File: src/rtl/ld_hazard_pkg.sv
package ld_hazard_pkg;

  // Source of the next program counter value.
  typedef enum logic [1:0] {
    PCS_HOLD  = 2'd0,
    PCS_SEQ   = 2'd1,
    PCS_REDIR = 2'd2
  } pc_src_e;

  // Number of register operands an instruction in decode can read.
  localparam int unsigned NUM_SRC = 2;

endpackage

File: src/rtl/lu_detect.sv
module lu_detect #(
  parameter int unsigned RAW  = 5,
  parameter int unsigned NSRC = 2
) (
  input  logic                ex_mem_rd,
  input  logic [RAW-1:0]      ex_dst,
  input  logic [NSRC*RAW-1:0] id_srcs,
  output logic                stall
);

  logic [NSRC-1:0] hit;

  // One comparator per decode-stage source operand.
  for (genvar i = 0; i < NSRC; i++) begin : g_cmp
    assign hit[i] = (ex_dst == id_srcs[i*RAW +: RAW]);
  end

  // Register 0 is never a real producer, so it cannot cause a stall.
  assign stall = ex_mem_rd && (ex_dst != '0) && (|hit);

endmodule

File: src/rtl/redir_ctl.sv
module redir_ctl
  import ld_hazard_pkg::*;
(
  input  logic    stall,
  input  logic    jump,
  input  logic    br_redir,
  output logic    pc_we,
  output logic    ifid_we,
  output logic    ctrl_zero,
  output logic    ifid_flush,
  output pc_src_e pc_sel
);

  logic redirect;

  assign redirect = jump | br_redir;

  always_comb begin
    // Stall wins: freeze the front end and hold any redirect back.
    pc_we      = !stall;
    ifid_we    = !stall;
    ctrl_zero  = stall;
    ifid_flush = redirect && !stall;
    if (stall)         pc_sel = PCS_HOLD;
    else if (redirect) pc_sel = PCS_REDIR;
    else               pc_sel = PCS_SEQ;
  end

endmodule

File: src/rtl/fetch_regs.sv
module fetch_regs
  import ld_hazard_pkg::*;
#(
  parameter int unsigned   IW       = 32,
  parameter int unsigned   PW       = 32,
  parameter logic [PW-1:0] RESET_PC = '0,
  parameter int unsigned   PC_STEP  = 4
) (
  input  logic          clk,
  input  logic          rst,
  input  pc_src_e       pc_sel,
  input  logic [PW-1:0] target,
  input  logic [IW-1:0] fetch_instr,
  input  logic          ifid_we,
  input  logic          ifid_flush,
  output logic [PW-1:0] pc_q,
  output logic [IW-1:0] ifid_instr_q,
  output logic [PW-1:0] ifid_pc_q
);

  localparam logic [PW-1:0] STEP = PW'(PC_STEP);
  localparam logic [IW-1:0] NOP  = '0;

  logic [PW-1:0] pc_nxt;

  always_comb begin
    case (pc_sel)
      PCS_SEQ:   pc_nxt = pc_q + STEP;
      PCS_REDIR: pc_nxt = target;
      default:   pc_nxt = pc_q;
    endcase
  end

  always_ff @(posedge clk) begin
    if (rst) pc_q <= RESET_PC;
    else     pc_q <= pc_nxt;
  end

  always_ff @(posedge clk) begin
    if (rst) begin
      ifid_instr_q <= NOP;
      ifid_pc_q    <= '0;
    end else if (ifid_we) begin
      ifid_instr_q <= ifid_flush ? NOP : fetch_instr;
      ifid_pc_q    <= pc_q;
    end
  end

endmodule

File: src/rtl/idex_regs.sv
module idex_regs #(
  parameter int unsigned CW  = 8,
  parameter int unsigned RAW = 5
) (
  input  logic           clk,
  input  logic           rst,
  input  logic           bubble,
  input  logic [CW-1:0]  d_ctrl,
  input  logic           d_mem_rd,
  input  logic [RAW-1:0] d_dst,
  output logic [CW-1:0]  q_ctrl,
  output logic           q_mem_rd,
  output logic [RAW-1:0] q_dst
);

  // The load flag is one more control bit; the bubble clears them all.
  localparam int unsigned FW = CW + 1;

  logic [FW-1:0] fields_d;
  logic [FW-1:0] fields_q;

  assign fields_d = bubble ? '0 : {d_mem_rd, d_ctrl};

  always_ff @(posedge clk) begin
    if (rst) begin
      fields_q <= '0;
      q_dst    <= '0;
    end else begin
      fields_q <= fields_d;
      q_dst    <= d_dst;
    end
  end

  assign q_ctrl   = fields_q[CW-1:0];
  assign q_mem_rd = fields_q[CW];

endmodule

File: src/rtl/ld_hazard_unit.sv
module ld_hazard_unit
  import ld_hazard_pkg::*;
#(
  parameter int unsigned   RAW      = 5,
  parameter int unsigned   IW       = 32,
  parameter int unsigned   PW       = 32,
  parameter int unsigned   CW       = 8,
  parameter logic [PW-1:0] RESET_PC = '0,
  parameter int unsigned   PC_STEP  = 4
) (
  input  logic           clk,
  input  logic           rst,
  input  logic [IW-1:0]  if_instr,
  input  logic [RAW-1:0] id_src_a,
  input  logic [RAW-1:0] id_src_b,
  input  logic [CW-1:0]  id_ctrl,
  input  logic           id_mem_rd,
  input  logic [RAW-1:0] id_dst,
  input  logic           id_jump,
  input  logic           id_br_redir,
  input  logic [PW-1:0]  id_target,
  output logic           pc_we,
  output logic           ifid_we,
  output logic           ctrl_zero,
  output logic           ifid_flush,
  output logic [PW-1:0]  pc,
  output logic [IW-1:0]  ifid_instr,
  output logic [PW-1:0]  ifid_pc,
  output logic [CW-1:0]  idex_ctrl,
  output logic           idex_mem_rd,
  output logic [RAW-1:0] idex_dst
);

  logic    lu_stall;
  pc_src_e pc_sel;

  lu_detect #(
    .RAW  (RAW),
    .NSRC (NUM_SRC)
  ) u_detect (
    .ex_mem_rd (idex_mem_rd),
    .ex_dst    (idex_dst),
    .id_srcs   ({id_src_b, id_src_a}),
    .stall     (lu_stall)
  );

  redir_ctl u_redir (
    .stall      (lu_stall),
    .jump       (id_jump),
    .br_redir   (id_br_redir),
    .pc_we      (pc_we),
    .ifid_we    (ifid_we),
    .ctrl_zero  (ctrl_zero),
    .ifid_flush (ifid_flush),
    .pc_sel     (pc_sel)
  );

  fetch_regs #(
    .IW       (IW),
    .PW       (PW),
    .RESET_PC (RESET_PC),
    .PC_STEP  (PC_STEP)
  ) u_fetch (
    .clk          (clk),
    .rst          (rst),
    .pc_sel       (pc_sel),
    .target       (id_target),
    .fetch_instr  (if_instr),
    .ifid_we      (ifid_we),
    .ifid_flush   (ifid_flush),
    .pc_q         (pc),
    .ifid_instr_q (ifid_instr),
    .ifid_pc_q    (ifid_pc)
  );

  idex_regs #(
    .CW  (CW),
    .RAW (RAW)
  ) u_idex (
    .clk      (clk),
    .rst      (rst),
    .bubble   (ctrl_zero),
    .d_ctrl   (id_ctrl),
    .d_mem_rd (id_mem_rd),
    .d_dst    (id_dst),
    .q_ctrl   (idex_ctrl),
    .q_mem_rd (idex_mem_rd),
    .q_dst    (idex_dst)
  );

endmodule

File: config.mk
export PLATFORM = sky130hd
export DESIGN_NAME = ld_hazard_unit
export DESIGN_NICKNAME = d
export VERILOG_FILES = /design/src/rtl/ld_hazard_pkg.sv /design/src/rtl/lu_detect.sv /design/src/rtl/redir_ctl.sv /design/src/rtl/fetch_regs.sv /design/src/rtl/idex_regs.sv /design/src/rtl/ld_hazard_unit.sv
export SDC_FILE = /design/constraint.sdc
export NUM_CORES = 1
export LEC_CHECK = 0
export ABC_AREA = 1
export CAP_MARGIN = 20
export CELL_PAD_IN_SITES_DETAIL_PLACEMENT = 2
export CELL_PAD_IN_SITES_GLOBAL_PLACEMENT = 2
export CORE_ASPECT_RATIO = 0.6
export CORE_UTILIZATION = 24
export DETAILED_ROUTE_END_ITERATION = 7
export PLACE_DENSITY = 0.85
export SLEW_MARGIN = 20
export SYNTH_ARGS = -nofsm -noshare
export SYNTH_HDL_FRONTEND = slang
export SYNTH_SLANG_ARGS = --single-unit
File: constraint.sdc
create_clock -name clk -period 3.25 [get_ports clk]
set_clock_uncertainty 0.15 [all_clocks]
set_input_delay 0.65 -clock clk [delete_from_list [all_inputs] [get_ports clk]]
set_output_delay 0.65 -clock clk [all_outputs]
set_load 0.02 [all_outputs]
======== Yosys cells after proc, flatten, opt, wreduce, memory -nomap -nowiden ========
Cells that the tools add are included.
operators by class
  magnitude comparators ................... 0
  multipliers ............................. 0
  muxes and demuxes ....................... 4
  add/subtract/negate cells ............... 1
  shifts and indexed selects .............. 0
  reductions and logical operators ........ 8
  div/mod/pow operators ................... 0
  bitwise logic cells ..................... 1
  eq/ne operators ......................... 4
operators by type and width
  kind                                           count
  case mux 32 bit (2 select lines)               1
  adder 32 x 3 -> 32 bit, second input constant  1
  2-to-1 mux 32 bit                              1
  == test 5 bit                                  2
  nonzero test 5 bit                             1
  2-to-1 mux 2 bit                               2
  OR reduction 2 bit                             2
  logical AND 1 bit                              3
  == test 2 x 1 -> 1 bit, second input constant  1
  == test 2 bit, second input constant           1
  nonzero test 2 bit                             1
  logical NOT 1 bit                              1
  OR 1 bit                                       1
storage, ports and cells
  ROM bits ................................ 0
  register bits ........................... 110
  memories kept ........................... 0
  bits of input ports ..................... 92
  bits in writable memories ............... 0
  bits in latches ......................... 0

======== Depth between registers and ports, before layout ========
  word-level depth ........................ 6
  mapped depth ............................ 13
  mapped depth without buffers ............ 12

======== Cells and area by module ========
A second synthesis with hierarchy kept.
second synthesis, totals
  cells, all modules ...................... 749
  area, all modules ....................... 4986.0 um^2
modules (own cells, without submodules)
  module      instances  cells an instance  seq. area each (um^2)  area an instance (um^2)
  fetch_regs  1          649                1921.8                 4335.4
  idex_regs   1          45                 280.3                  404.1
  lu_detect   1          45                 0.0                    195.2
  redir_ctl   1          10                 0.0                    51.3

======== Worst setup path before layout ========
OpenSTA, ideal clock, no wires.
  path kind ............................... input-to-output
  start ................................... in id_src_a[4]
  end ..................................... out pc_we
  arrival ................................. 1.530 ns
  cell stages on the path ................. 10
  setup slack ............................. 0.920 ns
  required time ........................... 2.450 ns
  cell sequence ........................... inv_1 -> nand2_1 -> nand2_1 -> nor2_1 -> nand3_1 -> nand2_2 -> nand2_4 -> buf_6 -> buf_6 -> buf_4
on the way
  longest elaborated chain between the ends .. 4
ends and longest elaborated chain
  element             line                  RTL
  start: declaration  ld_hazard_unit.sv:14  input logic [RAW-1:0] id_src_a,
  == test 5 bit       lu_detect.sv:15       assign hit[i] = (ex_dst == id_srcs[i*RAW +: RAW]);
  OR reduction 2 bit  lu_detect.sv:19       assign stall = ex_mem_rd && (ex_dst != '0) && (|hit);
  logical AND 1 bit   lu_detect.sv:19
  logical NOT 1 bit   n/a
  end: declaration    ld_hazard_unit.sv:22  output logic pc_we,
Every way passes these cells.

======== Worst setup path after layout ========
  start ................................... in id_src_b[4]
  end ..................................... out ifid_we
on the way
  longest elaborated chain between the ends .. 4
ends and longest elaborated chain
  element             line                  RTL
  start: declaration  ld_hazard_unit.sv:15  input logic [RAW-1:0] id_src_b,
  == test 5 bit       lu_detect.sv:15
  OR reduction 2 bit  lu_detect.sv:19
  logical AND 1 bit   lu_detect.sv:19
  logical NOT 1 bit   redir_ctl.sv:21       ifid_we = !stall;
  end: declaration    ld_hazard_unit.sv:23  output logic ifid_we,
Every way passes these cells.

==> flow_metrics.env <==
export IMPL_outcome="completed"
export IMPL_dieHeight_microns=116
export IMPL_syn_area_per_cell_sq_um=6.66
export IMPL_core_sq_um=21000
export IMPL_cts_htree_levels=3
export IMPL_seq_area_sq_um=2200
export IMPL_cp_end_kind="output port"
export IMPL_hold_violations=0
export IMPL_criticalPathCategory="in -> out"
export IMPL_cp_max_fo=6
export IMPL_antenna_found_initial=0
export IMPL_p_leak_nw=3.33
export IMPL_drc=0
export IMPL_ctsHoldBuffers=0
export IMPL_drtIter0Drc=191
export IMPL_fillers=2502
export IMPL_drt_first_pass_iters=4
export IMPL_clk_latency_ns=0.36
export IMPL_pre_cts_ws_ns=-0.0180
export IMPL_clk_pin_slew_ns=0.08
export IMPL_die_width_microns=191
export IMPL_synthesis_area_sq_um=5170
export IMPL_grt_pass1_vias=5894
export IMPL_relSlewSlack_pct=64.4
export IMPL_peakVddDrop_mv=0.252
export IMPL_fmax_mhz=329
export IMPL_ys_warn_count=0
export IMPL_pin_count=206
export IMPL_dp_hpwl_mm=17.1
export IMPL_yosysSeqAreaShare_pct=42.6
export IMPL_drive_above_1_share_pct=5.53
export IMPL_antenna_cells=0
export IMPL_clockRootBuffer="clkbuf_16"
export IMPL_required_ns=2.45
export IMPL_clk_path_buf_depth=2
export IMPL_critical_path_arrival_ns=2.24
export IMPL_power_density_nw_per_um2=425
export IMPL_start_util_pct=24.6
export IMPL_die_area_sq_um=22100
export IMPL_setup_violations=0
export IMPL_maxCapViolCount=0
export IMPL_rsz0062_at_grt="no"
export IMPL_synth_nets=869
export IMPL_finalCriticalPeriod_ns=3.04
export IMPL_synth_distinct_cells=26
export IMPL_finalPower_mw=3.30
export IMPL_postCtsSetupBuffers=0
export IMPL_hold_depth=2
export IMPL_totalWireLength_mm=22.1
export IMPL_syn2layout_area_growth_pct=50.6
export IMPL_r2r_cells=11
export IMPL_row_count=41
export IMPL_viasPerCell=4.46
export IMPL_multiInputGateArea_sq_um=2410
export IMPL_overflow=0
export IMPL_drv_slew=0
export IMPL_start_kind="input pin"
export IMPL_cts_sinks=110
export IMPL_finalNetCount=1064
export IMPL_ys_ff_latch=110
export IMPL_routedWlPerCell_microns=17.6
export IMPL_hp_class="reg -> reg"
export IMPL_port_buffers=205
export IMPL_vias=5601
export IMPL_track_usage_pct=20.1
export IMPL_final_common_cell="nand2_1"
export IMPL_finalWorstSetupSlack_ns=0.210
export IMPL_period_share_pct=93.6
export IMPL_cts_tree="done"
export IMPL_cts_made_buffers=9
export IMPL_ant_nets=0
export IMPL_worst_pin_slew_ns=0.534
export IMPL_gp_congestion=0.820
export IMPL_synth_cells=776
export IMPL_mostFrequentLayoutCells="nand2_1, clkdlybuf4s50_1, dfxtp_1"
export IMPL_grt_max_degree=59
export IMPL_grt_first_pass_wirelength_mm=33.7
## final cells by class
class                           count  area share (%)
Multi-Input combinational cell    548            31.0
Inverter                           83            4.01
Sequential cell                   110            28.3
Clock inverter                      7            1.25
Tap cell                          279            4.49
Timing Repair Buffer              219            28.1
Clock buffer                        9            2.90
## path summary, 6_finish.rpt
path	endpoint	slack, ns	startpoint
min	u_fetch.ifid_instr_q[26]$_SDFFE_PP0N_	0.31	u_fetch.ifid_instr_q[26]$_SDFFE_PP0N_
max	ifid_we	0.21	id_src_b[4]
min reg2reg	u_fetch.ifid_instr_q[26]$_SDFFE_PP0N_	0.31	u_fetch.ifid_instr_q[26]$_SDFFE_PP0N_
max reg2reg	u_fetch.ifid_pc_q[18]$_SDFFE_PP0N_	0.82	u_idex.q_dst[0]$_SDFF_PP0_
## flip-flops by register name, summed over array words and instances (netlist names)
name	cells
u_fetch.ifid_instr_q	32
u_fetch.ifid_pc_q	32
u_fetch.pc_q	32
u_idex.fields_q	9
u_idex.q_dst	5
## Yosys cell counts (all sizes together)
| library cell | count | area [sq um] |
|---|---|---|
| xor2 | 11 | 96.3 |
| xnor2 | 4 | 35.0 |
| clkinv | 1 | 3.75 |
| o21ai | 57 | 285 |
| ha | 1 | 12.5 |
| nor2 | 78 | 320 |
| a21oi | 5 | 25.0 |
| dfxtp | 110 | 2200 |
| nand2 | 297 | 1140 |
| o211ai | 3 | 22.5 |
| buf | 22 | 194 |
| nand3 | 87 | 440 |
| or2 | 3 | 18.8 |
| clkbuf | 13 | 52.6 |
| inv | 82 | 308 |
| nand4 | 2 | 12.5 |
## cell families (layout without fill, tap and decap cells)
| logic type | count (synthesis) | in the layout | synth area share (%) |
|---|---|---|---|
| AO/OA/AOI/OAI | 65 | 65 | 6.44 |
| XOR/XNOR | 15 | 15 | 2.54 |
| adder cells (fa/ha/maj) | 1 | 1 | 0.242 |
| buffers and inverters | 118 | 318 | 10.8 |
| flip-flops | 110 | 110 | 42.6 |
| AND/OR/NAND/NOR | 467 | 467 | 37.3 |
## critical path: stages
cell and delay (ns):
clkdlybuf4s50_1 0.50, inv_1 0.05, nand2_1 0.05, nand2_1 0.05, nor2_1 0.13, nand3_1 0.11, nand2_2 0.09, nand2_4 0.12
buf_4 0.17, dlygate4sd2_1 0.31
## through the flow
stage	utilization [%]	cells	cell area (sq um)	hold slack, ns	TNS (ns)
finish	37.0	1255	7780	0.311	0
global route	37.0	1255	7780	0.332	0
CTS	37.0	1255	7770	0.313	0
detailed placement	35.4	1239	7450	0.294	-0.0337
global placement	35.4	1239	7450	0.286	0
floorplan	-	776	5170	0.372	0
## where the power goes
group / internal (mW) / total [mW] / switching [mW]
clock: 0.624 / 1.22 / 0.593
combinational: 0.287 / 0.591 / 0.305
sequential: 1.42 / 1.50 / 0.0803
## layer usage
| layer | GRT usage [%] | wire length (microns) | up-vias | share of wire, % |
|---|---|---|---|---|
| met2 | 31.1 | 9330 | 134 | 42 |
| met5 | 0 | 0 | - | 0 |
| met4 | 3.17 | 132 | 0 | 0.60 |
| met3 | 5.03 | 1230 | 11 | 5.6 |
| met1 | 28.4 | 11400 | 2678 | 52 |
| li1 | - | - | 2778 | - |
## repair_timing
item,4_1_cts,5_1_grt
gates resized for setup,2,2
endpoints found under the hold margin,0,0
setup endpoints to repair,2,2
Note: power is estimated with default switching activity, not from simulation.
